**src/rtl/xcr_rd_pkg.sv**
```systemverilog
package xcr_rd_pkg;
  localparam int unsigned IDX_W  = 64;
  localparam int unsigned DATA_W = 64;
  localparam int unsigned SEL_W  = 32;

  localparam logic [SEL_W-1:0] SEL_PRIMARY = 32'd0;
  localparam logic [SEL_W-1:0] SEL_INUSE   = 32'd1;

  typedef enum logic [1:0] {
    FLT_NONE = 2'd0,
    FLT_UD   = 2'd1,
    FLT_GP   = 2'd2
  } flt_e;
endpackage

```
**src/rtl/xcr_state_regs.sv**
```systemverilog
module xcr_state_regs #(
  parameter int unsigned     DATA_W    = 64,
  parameter logic [DATA_W-1:0] IMPL_MASK = 64'h0000_0003_0000_02FF,
  parameter logic [DATA_W-1:0] PRIM_RST  = 64'h1
) (
  input  logic              clk,
  input  logic              rst,
  input  logic              prim_we,
  input  logic [DATA_W-1:0] prim_wd,
  input  logic              map_we,
  input  logic [DATA_W-1:0] map_wd,
  output logic [DATA_W-1:0] prim_q,
  output logic [DATA_W-1:0] map_q
);
  localparam logic [DATA_W-1:0] PRIM_RST_M = PRIM_RST & IMPL_MASK;

  // Primary register: unimplemented bits never store anything.
  always_ff @(posedge clk) begin
    if (rst) begin
      prim_q <= PRIM_RST_M;
    end else if (prim_we) begin
      prim_q <= prim_wd & IMPL_MASK;
    end
  end

  // In-use bitmap: full width.
  always_ff @(posedge clk) begin
    if (rst) begin
      map_q <= '0;
    end else if (map_we) begin
      map_q <= map_wd;
    end
  end

  AST_PRIM_MASKED: assert property (@(posedge clk) disable iff (rst)
    $past(prim_we) |-> ((prim_q & ~IMPL_MASK) == '0));

  AST_MAP_KEEP: assert property (@(posedge clk) disable iff (rst)
    !$past(map_we) && !$past(rst) |-> $stable(map_q));
endmodule

```
**src/rtl/xcr_fault_check.sv**
```systemverilog
module xcr_fault_check
  import xcr_rd_pkg::*;
(
  input  logic [SEL_W-1:0] sel,
  input  logic             lock_pfx,
  input  logic             feat_ok,
  input  logic             os_en,
  input  logic             cap_inuse,
  output flt_e             flt,
  output logic             use_inuse
);
  logic ud_hit;
  logic sel_prim;
  logic sel_map_ok;

  assign ud_hit     = !feat_ok || !os_en || lock_pfx;
  assign sel_prim   = (sel == SEL_PRIMARY);
  assign sel_map_ok = (sel == SEL_INUSE) && cap_inuse;
  assign use_inuse  = (sel == SEL_INUSE);

  // Invalid opcode outranks general protection.
  always_comb begin
    if (ud_hit) begin
      flt = FLT_UD;
    end else if (sel_prim || sel_map_ok) begin
      flt = FLT_NONE;
    end else begin
      flt = FLT_GP;
    end
  end
endmodule

```
**src/rtl/xcr_result_fmt.sv**
```systemverilog
module xcr_result_fmt #(
  parameter int unsigned DATA_W = 64
) (
  input  logic              use_inuse,
  input  logic [DATA_W-1:0] prim,
  input  logic [DATA_W-1:0] inuse_map,
  output logic [DATA_W-1:0] res_hi,
  output logic [DATA_W-1:0] res_lo
);
  localparam int unsigned HALF = DATA_W / 2;

  logic [DATA_W-1:0] value;

  generate
    for (genvar b = 0; b < DATA_W; b++) begin : g_bit
      assign value[b] = use_inuse ? (prim[b] & inuse_map[b]) : prim[b];
    end
  endgenerate

  // Each half lands in the low half of its destination; upper halves are cleared.
  assign res_hi = {{(DATA_W-HALF){1'b0}}, value[DATA_W-1:HALF]};
  assign res_lo = {{(DATA_W-HALF){1'b0}}, value[HALF-1:0]};
endmodule

```
**src/rtl/xcr_read_unit.sv**
```systemverilog
module xcr_read_unit
  import xcr_rd_pkg::*;
#(
  parameter logic [63:0] IMPL_MASK = 64'h0000_0003_0000_02FF,
  parameter logic [63:0] PRIM_RST  = 64'h1
) (
  input  logic        clk,
  input  logic        rst,
  input  logic        req_valid,
  input  logic [63:0] req_index,
  input  logic        req_lock,
  input  logic        feat_supported,
  input  logic        os_enable,
  input  logic        inuse_cap,
  input  logic        prim_wr_en,
  input  logic [63:0] prim_wr_data,
  input  logic        map_wr_en,
  input  logic [63:0] map_wr_data,
  output logic        done,
  output logic [1:0]  fault,
  output logic [63:0] dest_hi,
  output logic [63:0] dest_lo
);
  localparam int unsigned HALF = DATA_W / 2;

  logic [DATA_W-1:0] prim_q;
  logic [DATA_W-1:0] map_q;
  flt_e              flt_c;
  logic              use_inuse;
  logic [DATA_W-1:0] res_hi;
  logic [DATA_W-1:0] res_lo;

  xcr_state_regs #(
    .DATA_W   (DATA_W),
    .IMPL_MASK(IMPL_MASK),
    .PRIM_RST (PRIM_RST)
  ) u_state (
    .clk    (clk),
    .rst    (rst),
    .prim_we(prim_wr_en),
    .prim_wd(prim_wr_data),
    .map_we (map_wr_en),
    .map_wd (map_wr_data),
    .prim_q (prim_q),
    .map_q  (map_q)
  );

  xcr_fault_check u_fchk (
    .sel      (req_index[SEL_W-1:0]),
    .lock_pfx (req_lock),
    .feat_ok  (feat_supported),
    .os_en    (os_enable),
    .cap_inuse(inuse_cap),
    .flt      (flt_c),
    .use_inuse(use_inuse)
  );

  xcr_result_fmt #(.DATA_W(DATA_W)) u_fmt (
    .use_inuse(use_inuse),
    .prim     (prim_q),
    .inuse_map(map_q),
    .res_hi   (res_hi),
    .res_lo   (res_lo)
  );

  // Completion and fault code: registered, valid for one cycle.
  always_ff @(posedge clk) begin
    if (rst) begin
      done  <= 1'b0;
      fault <= FLT_NONE;
    end else begin
      done  <= req_valid;
      fault <= req_valid ? flt_c : FLT_NONE;
    end
  end

  // Destinations: written only by a permitted request.
  always_ff @(posedge clk) begin
    if (rst) begin
      dest_hi <= '0;
      dest_lo <= '0;
    end else if (req_valid && (flt_c == FLT_NONE)) begin
      dest_hi <= res_hi;
      dest_lo <= res_lo;
    end
  end

  AST_UPPER_CLEAR: assert property (@(posedge clk) disable iff (rst)
    done |-> (dest_hi[63:HALF] == '0) && (dest_lo[63:HALF] == '0));

  AST_FAULT_HOLDS: assert property (@(posedge clk) disable iff (rst)
    done && (fault != FLT_NONE) |-> $stable(dest_hi) && $stable(dest_lo));

  AST_DONE_FOLLOWS: assert property (@(posedge clk) disable iff (rst)
    req_valid |=> done);

  AST_IDLE_QUIET: assert property (@(posedge clk) disable iff (rst)
    !done |-> (fault == FLT_NONE));

  AST_UD_FIRST: assert property (@(posedge clk) disable iff (rst)
    req_valid && (!feat_supported || !os_enable || req_lock) |=> fault == FLT_UD);

  AST_IDX0_VALUE: assert property (@(posedge clk) disable iff (rst)
    req_valid && feat_supported && os_enable && !req_lock && (req_index[31:0] == 32'd0)
    |=> {dest_hi[HALF-1:0], dest_lo[HALF-1:0]} == $past(prim_q));
endmodule

```
**config.mk**
```make
export PLATFORM = sky130hd
export DESIGN_NAME = xcr_read_unit
export DESIGN_NICKNAME = d
export VERILOG_FILES = /design/src/rtl/xcr_rd_pkg.sv /design/src/rtl/xcr_state_regs.sv /design/src/rtl/xcr_fault_check.sv /design/src/rtl/xcr_result_fmt.sv /design/src/rtl/xcr_read_unit.sv
export SDC_FILE = /design/constraint.sdc
export NUM_CORES = 1
export LEC_CHECK = 0
export ABC_AREA = 1
export BUFFER_PORTS_ARGS = -buffer_cell sky130_fd_sc_hd__buf_2
export CORE_AREA = 2 2 128 130
export DETAILED_ROUTE_END_ITERATION = 8
export DIE_AREA = 0 0 130 132
export GPL_ROUTABILITY_DRIVEN = 0
export PLACE_DENSITY_LB_ADDON = 0.1
export SETUP_SLACK_MARGIN = 0.1
export SYNTH_ARGS = -nofsm -noshare
export SYNTH_HDL_FRONTEND = slang
export SYNTH_SLANG_ARGS = --single-unit
```
**constraint.sdc**
```tcl
create_clock -name clk -period 1.3 [get_ports clk]
set_input_delay 0 -clock clk [delete_from_list [all_inputs] [get_ports clk]]
set_output_delay 0 -clock clk [all_outputs]
set_load 0.02 [all_outputs]
```
# Yosys cells after proc, flatten, opt, wreduce, memory -nomap -nowiden
# Index checks and enable logic that the tools add are counted.
[word_totals]
out_inout_bits = 131
inputBits = 201
reg_bits = 59
word_cells = 42
[classes]
bitwise_logic = 12
n_mux = 13
reduce_logical = 10
n_eq_ne = 1
[op_table]
columns = ["operator", "count"]
rows = [
  ["$eq A32 B1 Y1 const B", 1],
  ["$logic_not A32 Y1", 1],
  ["$and A1 B1 Y1", 11],
  ["$mux W1", 11],
  ["$mux W2", 2],
  ["$logic_or A1 B1 Y1", 3],
  ["$logic_and A1 B1 Y1", 2],
  ["$logic_not A1 Y1", 2],
  ["$logic_not A2 Y1", 1],
  ["$reduce_or A2 Y1", 1],
  ["$not A1 Y1", 1],
]

# Longest topological paths before layout
# Gate-level depths: netlist (run 1).
[logic_depth]
depth_word = 7
depth_mapped = 11
ltp_nobuf = 11

# Hierarchy
# A second synthesis (run 1) with hierarchy kept.
[hier_totals]
hier_cells = 1705
area_unflattened_um2 = 11070.6
[by_module_without_submodules]
columns = ["mod", "instances", "area_per_inst_um2", "seq_area_each_um2", "cells_each"]
rows = [
  ["xcr_read_unit", 1, 5915.7, 2622.5, 848],
  ["xcr_state_regs", 1, 3522.1, 1501.4, 528],
  ["xcr_result_fmt", 1, 1408.9, 0.0, 271],
  ["xcr_fault_check", 1, 224.0, 0.0, 58],
]

# Worst setup path after synthesis (run 1)
# OpenSTA, ideal clock, no wires.
[synth_timing]
kind = "input-to-reg"
start = "input port req_index[15]"
end = "register dest_hi[1]"
arrival_ns = 0.844
setup_time_ns = 0.111
required_ns = 1.189
stages = 9
n_path_buf = 0
setup_slack_ns = 0.344
path_cell_list = "nor2_1 > nand2_1 > nor2_2 > and2_1 > nand2_1 > nor2_1 > nor2_1 > nor2_1 > nor2_1"
[synth_via]
elab_chain_len = 7
[synth_rtl]
columns = ["element", "line", "text"]
rows = [
  ["from (decl)", "xcr_read_unit.sv:10", "input logic [63:0] req_index,"],
  ["$eq A32 B1 Y1", "xcr_fault_check.sv:18, xcr_fault_check.sv:19", ""],
  ["$logic_and A1 B1 Y1", "xcr_fault_check.sv:18", "assign sel_map_ok = (sel == SEL_INUSE) && cap_inuse;"],
  ["$logic_or A1 B1 Y1", "xcr_fault_check.sv:25", "end else if (sel_prim || sel_map_ok) begin"],
  ["$mux W2", "xcr_fault_check.sv:25", ""],
  ["$mux W2", "xcr_fault_check.sv:23", "if (ud_hit) begin"],
  ["$logic_not A2 Y1", "xcr_read_unit.sv:82", "end else if (req_valid && (flt_c == FLT_NONE)) begin"],
  ["$logic_and A1 B1 Y1", "xcr_read_unit.sv:82", ""],
  ["to (signal assigned)", "xcr_read_unit.sv:83", "dest_hi <= res_hi;"],
  ["to (decl)", "xcr_read_unit.sv:21", "output logic [63:0] dest_hi,"],
]
# Parallel ways exist; a longest one is shown, timed or not.
# A chain may end at the register's enable or synchronous reset.

==> results of run 1 <==
-- metal layers --
metal  vias up  global-route usage  share of wire  wire [um]
li1       1044                   -              -          -
met1       813             0.09566           0.47       2969
met2       131             0.09977           0.41       2585
met3         9             0.02394           0.10        638
met4         2             0.02688          0.017        107
met5         -                   0         0.0021         13
-- layout by cell type, fill, tap and decap left out, types with 2 or more instances in the layout --
cell type,instances
a21oi_1,10
buf_2,76
buf_4,6
clkbuf_16,5
clkbuf_8,2
conb_1,117
dfxtp_1,36
dlygate4sd3_1,17
inv_1,28
nand2_1,35
nand2_2,4
nand3_1,3
nand3b_4,2
nand4_1,2
nor2_1,80
nor2_2,2
o21ai_0,22
-- synth_stat cells --
| library cell | instances | area share |
|---|---|---|
| nand2_1 | 36 | 0.055 |
| buf_4 | 117 | 0.36 |
| nand4_1 | 2 | 0.0051 |
| a21oi_1 | 10 | 0.020 |
| buf_1 | 1 | 0.0015 |
| nor3_1 | 1 | 0.0020 |
| nor2_2 | 2 | 0.0051 |
| dfxtp_1 | 36 | 0.29 |
| nand3b_4 | 1 | 0.0082 |
| o21ai_0 | 22 | 0.045 |
| buf_6 | 1 | 0.0046 |
| nand3_1 | 3 | 0.0061 |
| conb_1 | 1 | 0.0015 |
| and3_1 | 1 | 0.0025 |
| clkbuf_1 | 5 | 0.0076 |
| nand3b_1 | 1 | 0.0031 |
| nor2_1 | 80 | 0.12 |
| nor2_4 | 1 | 0.0046 |
| and2_1 | 1 | 0.0025 |
| nand2_2 | 3 | 0.0076 |
| inv_1 | 29 | 0.044 |
-- worst min-delay path by stage --
stage                         to  slack, ns  depth (start not counted)
3_5_place_dp   u_state.prim_q[0]       0.22                          3
4_1_cts        u_state.prim_q[1]       0.02                          3
6_report       u_state.prim_q[1]      0.009                          3
3_3_place_gp   u_state.prim_q[0]       0.22                          3
5_1_grt        u_state.prim_q[2]       0.02                          3
2_1_floorplan           fault[0]       0.08                          1
-- cell type report --
| class | count | area (um2) |
|---|---|---|
| fillers | 1819 | 12640 |
| multi-input cells | 282 | 1172 |
| flip-flops and latches | 36 | 720.7 |
| repair buffers | 100 | 615.6 |
| well taps | 216 | 270.3 |
| clock buffers | 7 | 152.6 |
| inverters | 29 | 112.6 |
| clock inverters | 1 | 30.03 |
| diodes | 1 | 2.502 |
-- registers in the layout, indices dropped and copies added, names as in the netlist --
| name | count |
|---|---|
| u_state.map_q | 11 |
| u_state.prim_q | 11 |
| dest_lo | 9 |
| dest_hi | 2 |
| fault | 2 |
| done | 1 |
-- cells by family (layout without fill, tap and decap cells) --
group / after synthesis / after routing
buffers and inverters: 153 / 137
and+or+nand+nor: 132 / 133
DFF: 36 / 36
AOI/OAI and AO/OA: 32 / 32
other: 1 / 118
-- worst reg2reg max path, stage by stage, from the launching register on --
cell	delay, ns
dfxtp_1	0.31
nand3b_1	0.17
nand2_1	0.07
nand2_1	0.05
nand2_1	0.06
nor2_1	0.03
-- power by group through the flow --
stage	Sequential (mW)	Clock, mW	Combinational [mW]
after floorplan	1.20	0	0.674
after global placement	1.20	0	0.547
after detailed placement	1.20	0	0.548
after CTS	1.17	1.53	0.590
after global routing	1.18	1.58	0.674
final	1.17	1.48	0.603
-- timing repair --
item	4_1_cts	5_1_grt
endpoints found under the setup margin	0	13
hold buffers	17	0
hold endpoints to repair	16	0
setup buffers	0	2
resized for setup	0	3
-- stage by stage --
| step | worst slack (ns) | setup TNS [ns] | instances | hold slack (ns) | area [um2] |
|---|---|---|---|---|---|
| 3_5_place_dp | -0.09461 | -0.4159 | 643 | 0.2223 | 2668 |
| 3_3_place_gp | -0.08941 | -0.3459 | 643 | 0.2235 | 2668 |
| 2_1_floorplan | 0.3440 | 0 | 470 | 0.07679 | 2892 |
| 6_report | 0.2038 | 0 | 672 | 0.008513 | 3077 |
| 4_1_cts | 0.1234 | 0 | 668 | 0.01668 | 3020 |
| 5_1_grt | 0.1039 | 0 | 671 | 0.02374 | 3074 |
==> flow_metrics.env, run 1 <==
export IMPL_r2r_slack_ns=0.51
export IMPL_dp_hpwl_mm=5.066
export IMPL_ys_warn_count=0
export IMPL_grt_max_degree=20
export IMPL_gr_usage_all_layers=0.06975
export IMPL_startpoint_type="input port"
export IMPL_rows=46
export IMPL_ys_ff_latch=36
export IMPL_r2r_start="u_state.map_q[32]"
export IMPL_max_freq_mhz=912.2
export IMPL_timing_rr_end="dest_hi[0]"
export IMPL_drive_above_1_share=0.2220
export IMPL_gr_total_overflow=0
export IMPL_die_x_um=130
export IMPL_crit_start="prim_wr_en"
export IMPL_path_buf_inv=4
export IMPL_syn_avg_cell_area_um2=6.938
export IMPL_pwr_share_comb=0.185
export IMPL_total_leakage_power_nw=1.666
export IMPL_start_util=0.1563
export IMPL_hold_viol=0
export IMPL_cts_sinks=36
export IMPL_core_region_area_um2=15710
export IMPL_critPathTopFamily="buffers and inverters"
export IMPL_synth_adder_area_share=0
export IMPL_netlist_instances=354
export IMPL_worstHoldPathType="input port to flop"
export IMPL_reg2reg_depth=5
export IMPL_cpPeakStageDelay_ns=0.54
export IMPL_crit_cells=6
export IMPL_io_pins=332
export IMPL_grt_pass1_vias=1669
export IMPL_synth_compound_area_frac=0.06521
export IMPL_via_per_inst=2.975
export IMPL_cts_tree="built"
export IMPL_syn2layout_area_growth_pct=25.27
export IMPL_synth_top_family_by_area="buffers and inverters"
export IMPL_cp_end_kind="flop"
export IMPL_ant_nets=0
export IMPL_final_util=0.1958
export IMPL_path_max_fanout=12
export IMPL_drt_total_wl_mm=6.315
export IMPL_placement_io_buffers=76
export IMPL_worstHoldStart="prim_wr_data[1]"
export IMPL_powerDensity_nw_per_um2=1057
export IMPL_synth_xor_area_share=0
export IMPL_endpoint="u_state.prim_q[6]"
export IMPL_drv_slew=0
export IMPL_worst_skew_pair_late_latency_ns=0.28
export IMPL_grt_pass1_wl_mm=9.080
export IMPL_vias=1999
export IMPL_p_int_mw=2.327
export IMPL_cpMaxStageDelayCell="dlygate4sd3_1"
export IMPL_finalPower_mw=3.252
export IMPL_synth_cell_area_um2=2456
export IMPL_synth_cell_type_count=21
export IMPL_cts_buffers=5
export IMPL_sw_frac_of_total=0.2843
export IMPL_arrival_ns=1.27
export IMPL_rsz0062_at_grt="no"
export IMPL_power_frac_clock=0.454
export IMPL_avgRoutedWirePerCell_um=9.397
export IMPL_yosys_area_share_simple=0.2241
export IMPL_clockBufferDepth=2
export IMPL_status="completed"
export IMPL_worstPathCellList="dlygate4sd3_1 -> buf_2 -> clkinvlp_4 -> buf_12 -> o21ai_0 -> a21oi_1"
export IMPL_drt_first_pass_iters=4
export IMPL_skew_ns=0.003053
export IMPL_yosysSeqAreaShare=0.2934
export IMPL_fin_crit_sh=0.8432
export IMPL_grt_antenna_before_repair=3
export IMPL_ir_drop_mv=0.4395
export IMPL_synthMuxAreaShare=0
export IMPL_cts_max_level=2
export IMPL_cp_required_ns=1.47
export IMPL_nNetsFinal=655
export IMPL_first_iter_violations=46
export IMPL_seqPwrFrac=0.361
export IMPL_cts_root_buffer="clkbuf_16"
export IMPL_dieHeight_um=132
export IMPL_finalSetupViolations=0
export IMPL_drc=0
export IMPL_crit_type="input port to flop"
export IMPL_p_sw_mw=0.9243
export IMPL_finalCriticalPeriod_ns=1.096
export IMPL_clk_pin_slew_ns=0.06
export IMPL_die_area_um2=17160
export IMPL_maxCapViolations=0
Power figures use the tool's default switching activity.
==> run 2: changes to the inputs <==
==> constraint.sdc (replaced) <==
create_clock -name clk -period 1.1 [get_ports clk]
set_input_delay 0 -clock clk [delete_from_list [all_inputs] [get_ports clk]]
set_output_delay 0 -clock clk [all_outputs]
set_load 0.02 [all_outputs]
==> run 2 against run 1 <==
Effect of this change: wire length increased by 1.8%; clock skew increased by 0.00081 ns; first-iteration DRC count decreased by 48%; sequential power increased by 19%; hold slack got worse by 0.0048 ns; power increased by 8.6%; critical path type unchanged; critical endpoint is now dest_lo[7]; highest routed layer unchanged.
==> flow_metrics.env, run 2 (synthesized netlist as in run 1, its figures left out) <==
export IMPL_status="completed"
export IMPL_cp_required_ns=1.27
export IMPL_finalWorstSetupSlack_ns=0.1820
export IMPL_powerDensity_nw_per_um2=1126
export IMPL_maxCapViolations=0
export IMPL_hold_viol=0
export IMPL_drt_first_pass_iters=4
export IMPL_dieHeight_um=132
export IMPL_total_leakage_power_nw=1.707
export IMPL_rsz0062_at_grt="yes"
export IMPL_cts_buffers=5
export IMPL_drt_total_wl_mm=6.431
export IMPL_die_x_um=130
export IMPL_grt_max_degree=20
export IMPL_finalSetupViolations=0
export IMPL_cts_max_level=2
export IMPL_drive_above_1_share=0.2391
export IMPL_cpPeakStageDelay_ns=0.16
export IMPL_arrival_ns=1.09
export IMPL_vias=1984
export IMPL_first_iter_violations=24
export IMPL_p_int_mw=2.462
export IMPL_grt_busiest_layer="met2"
export IMPL_mostFrequentLayoutCells="117 x conb_1, 76 x nor2_1, 76 x buf_2"
export IMPL_grt_antenna_before_repair=3
export IMPL_final_area_um2=3138
export IMPL_sw_frac_of_total=0.3032
export IMPL_crit_type="input port to flop"
export IMPL_worstHoldPathType="input port to flop"
export IMPL_path_buf_inv=3
export IMPL_grt_use_met2=0.09715
export IMPL_grt_pass1_vias=1693
export IMPL_grtUsageMet1=0.09601
export IMPL_start_util=0.1563
export IMPL_drc=0
export IMPL_path_max_fanout=9
export IMPL_cts_sinks=36
export IMPL_clk_pin_slew_ns=0.05
export IMPL_dpl_cell_area_um2=2703
export IMPL_cp_end_kind="flop"
export IMPL_placement_io_buffers=76
export IMPL_startpoint_type="input port"
export IMPL_ant_nets=0
export IMPL_seqPwrFrac=0.393
export IMPL_final_common_cell="conb_1"
export IMPL_io_pins=332
export IMPL_drv_slew=0
export IMPL_gr_usage_all_layers=0.06938
export IMPL_critPathTopFamily="simple AND/OR/NAND/NOR gates"
export IMPL_cpMaxStageDelayCell="nor2_1"
export IMPL_core_region_area_um2=15710
export IMPL_syn2layout_area_growth_pct=27.76
export IMPL_worst_skew_pair_late_latency_ns=0.28
export IMPL_use_met3=0.02394
export IMPL_grt_pass1_wl_mm=9.135
export IMPL_fin_crit_sh=0.8345
export IMPL_power_frac_clock=0.404
export IMPL_crit_top_cell="nor2_1"
export IMPL_worstPathCellList="buf_2 -> nor2_1 -> nand4_1 -> nor2_4 -> buf_12 -> buf_4 -> nand3b_4 -> nor2_1 -> nor2_1"
export IMPL_final_util=0.1997
export IMPL_reg_top3="u_state.map_q: 11 flops, u_state.prim_q: 11 flops, dest_lo: 9 flops"
export IMPL_via_per_inst=2.931
export IMPL_finalCriticalPeriod_ns=0.9180
export IMPL_p_sw_mw=1.071
export IMPL_clockBufferDepth=2
export IMPL_cts_tree="built"
export IMPL_dp_hpwl_mm=5.074
export IMPL_die_area_um2=17160
export IMPL_pre_cts_ws_ns=-0.2454
export IMPL_r2r_slack_ns=0.31
export IMPL_max_freq_mhz=1089
export IMPL_gr_total_overflow=0
export IMPL_avgRoutedWirePerCell_um=9.499
export IMPL_rows=46
export IMPL_pwr_share_comb=0.203
export IMPL_ir_drop_mv=0.4806
export IMPL_cts_root_buffer="clkbuf_16"
export IMPL_skew_ns=0.003862
export IMPL_nNetsFinal=660
-- run 2: cell types whose count changed in the layout (fill, tap and decap cells not counted), moves of 2 or more --
cell	delta
nand3_2	+2
clkbuf_1	+2
nor2_1	-4
nand3_1	-2
nand2_4	+2
nor2_2	+2
buf_4	+2
nor2_4	+2
-- run 2: final timing paths --
path / from / to / cells after the start
worst max-delay path: req_index[29] / dest_lo[7] / 9
worst min-delay path: prim_wr_data[6] / u_state.prim_q[6] / 3
worst max register to register: u_state.map_q[5] / dest_lo[5] / 6
worst min register to register: u_state.prim_q[7] / u_state.prim_q[7] / 2
-- run 2: tightest hold or removal path: cells and delay by family --
| family | cells | cell delay, ns |
|---|---|---|
| AOI/OAI and AO/OA | 2 | 0.17 |
| buffers and inverters | 1 | 0.07 |
-- run 2: final cells by class --
type,instances,area [um2]
Timing Repair Buffer,104,660.6
Multi-Input combinational cell,283,1229
Sequential cell,36,720.7
Tap cell,216,270.3
Fill cell,1819,12570
Inverter,29,108.9
Clock buffer,8,146.4
Antenna cell,1,2.502
-- run 2: layer usage --
metal	vias to the layer above	routed length, um
li1	1053	-
met1	790	3069
met2	132	2625
met3	7	612
met4	2	110
met5	-	13
-- run 2: timing repair --
action / 4_1_cts / 5_1_grt
hold endpoints to repair: 17 / 0
setup buffers: 0 / 2
resized for setup: 1 / 13
pin swaps: 0 / 8
setup endpoints to repair: 6 / 11
gates cloned: 0 / 2
hold buffers: 18 / 0
-- run 2: metrics by stage --
| stage | hold slack (ns) | instances | total power, mW | setup TNS [ns] |
|---|---|---|---|---|
| 6_report | 0.003729 | 677 | 3.533 | 0 |
| 5_1_grt | 0.02403 | 677 | 3.738 | 0 |
| 4_1_cts | 0.001860 | 672 | 3.596 | 0 |
| 3_5_place_dp | 0.2277 | 646 | 2.072 | -2.047 |
| 3_3_place_gp | 0.2252 | 646 | 2.073 | -1.835 |
| 2_1_floorplan | 0.07679 | 470 | 2.211 | 0 |
-- run 2: power by group through the flow --
| stage | Clock, mW | Sequential (mW) | Combinational, mW |
|---|---|---|---|
| 2_1_floorplan | 0 | 1.41 | 0.797 |
| 3_3_place_gp | 0 | 1.42 | 0.654 |
| 3_5_place_dp | 0 | 1.42 | 0.655 |
| 4_1_cts | 1.50 | 1.39 | 0.708 |
| 5_1_grt | 1.55 | 1.39 | 0.795 |
| 6_report | 1.43 | 1.39 | 0.716 |
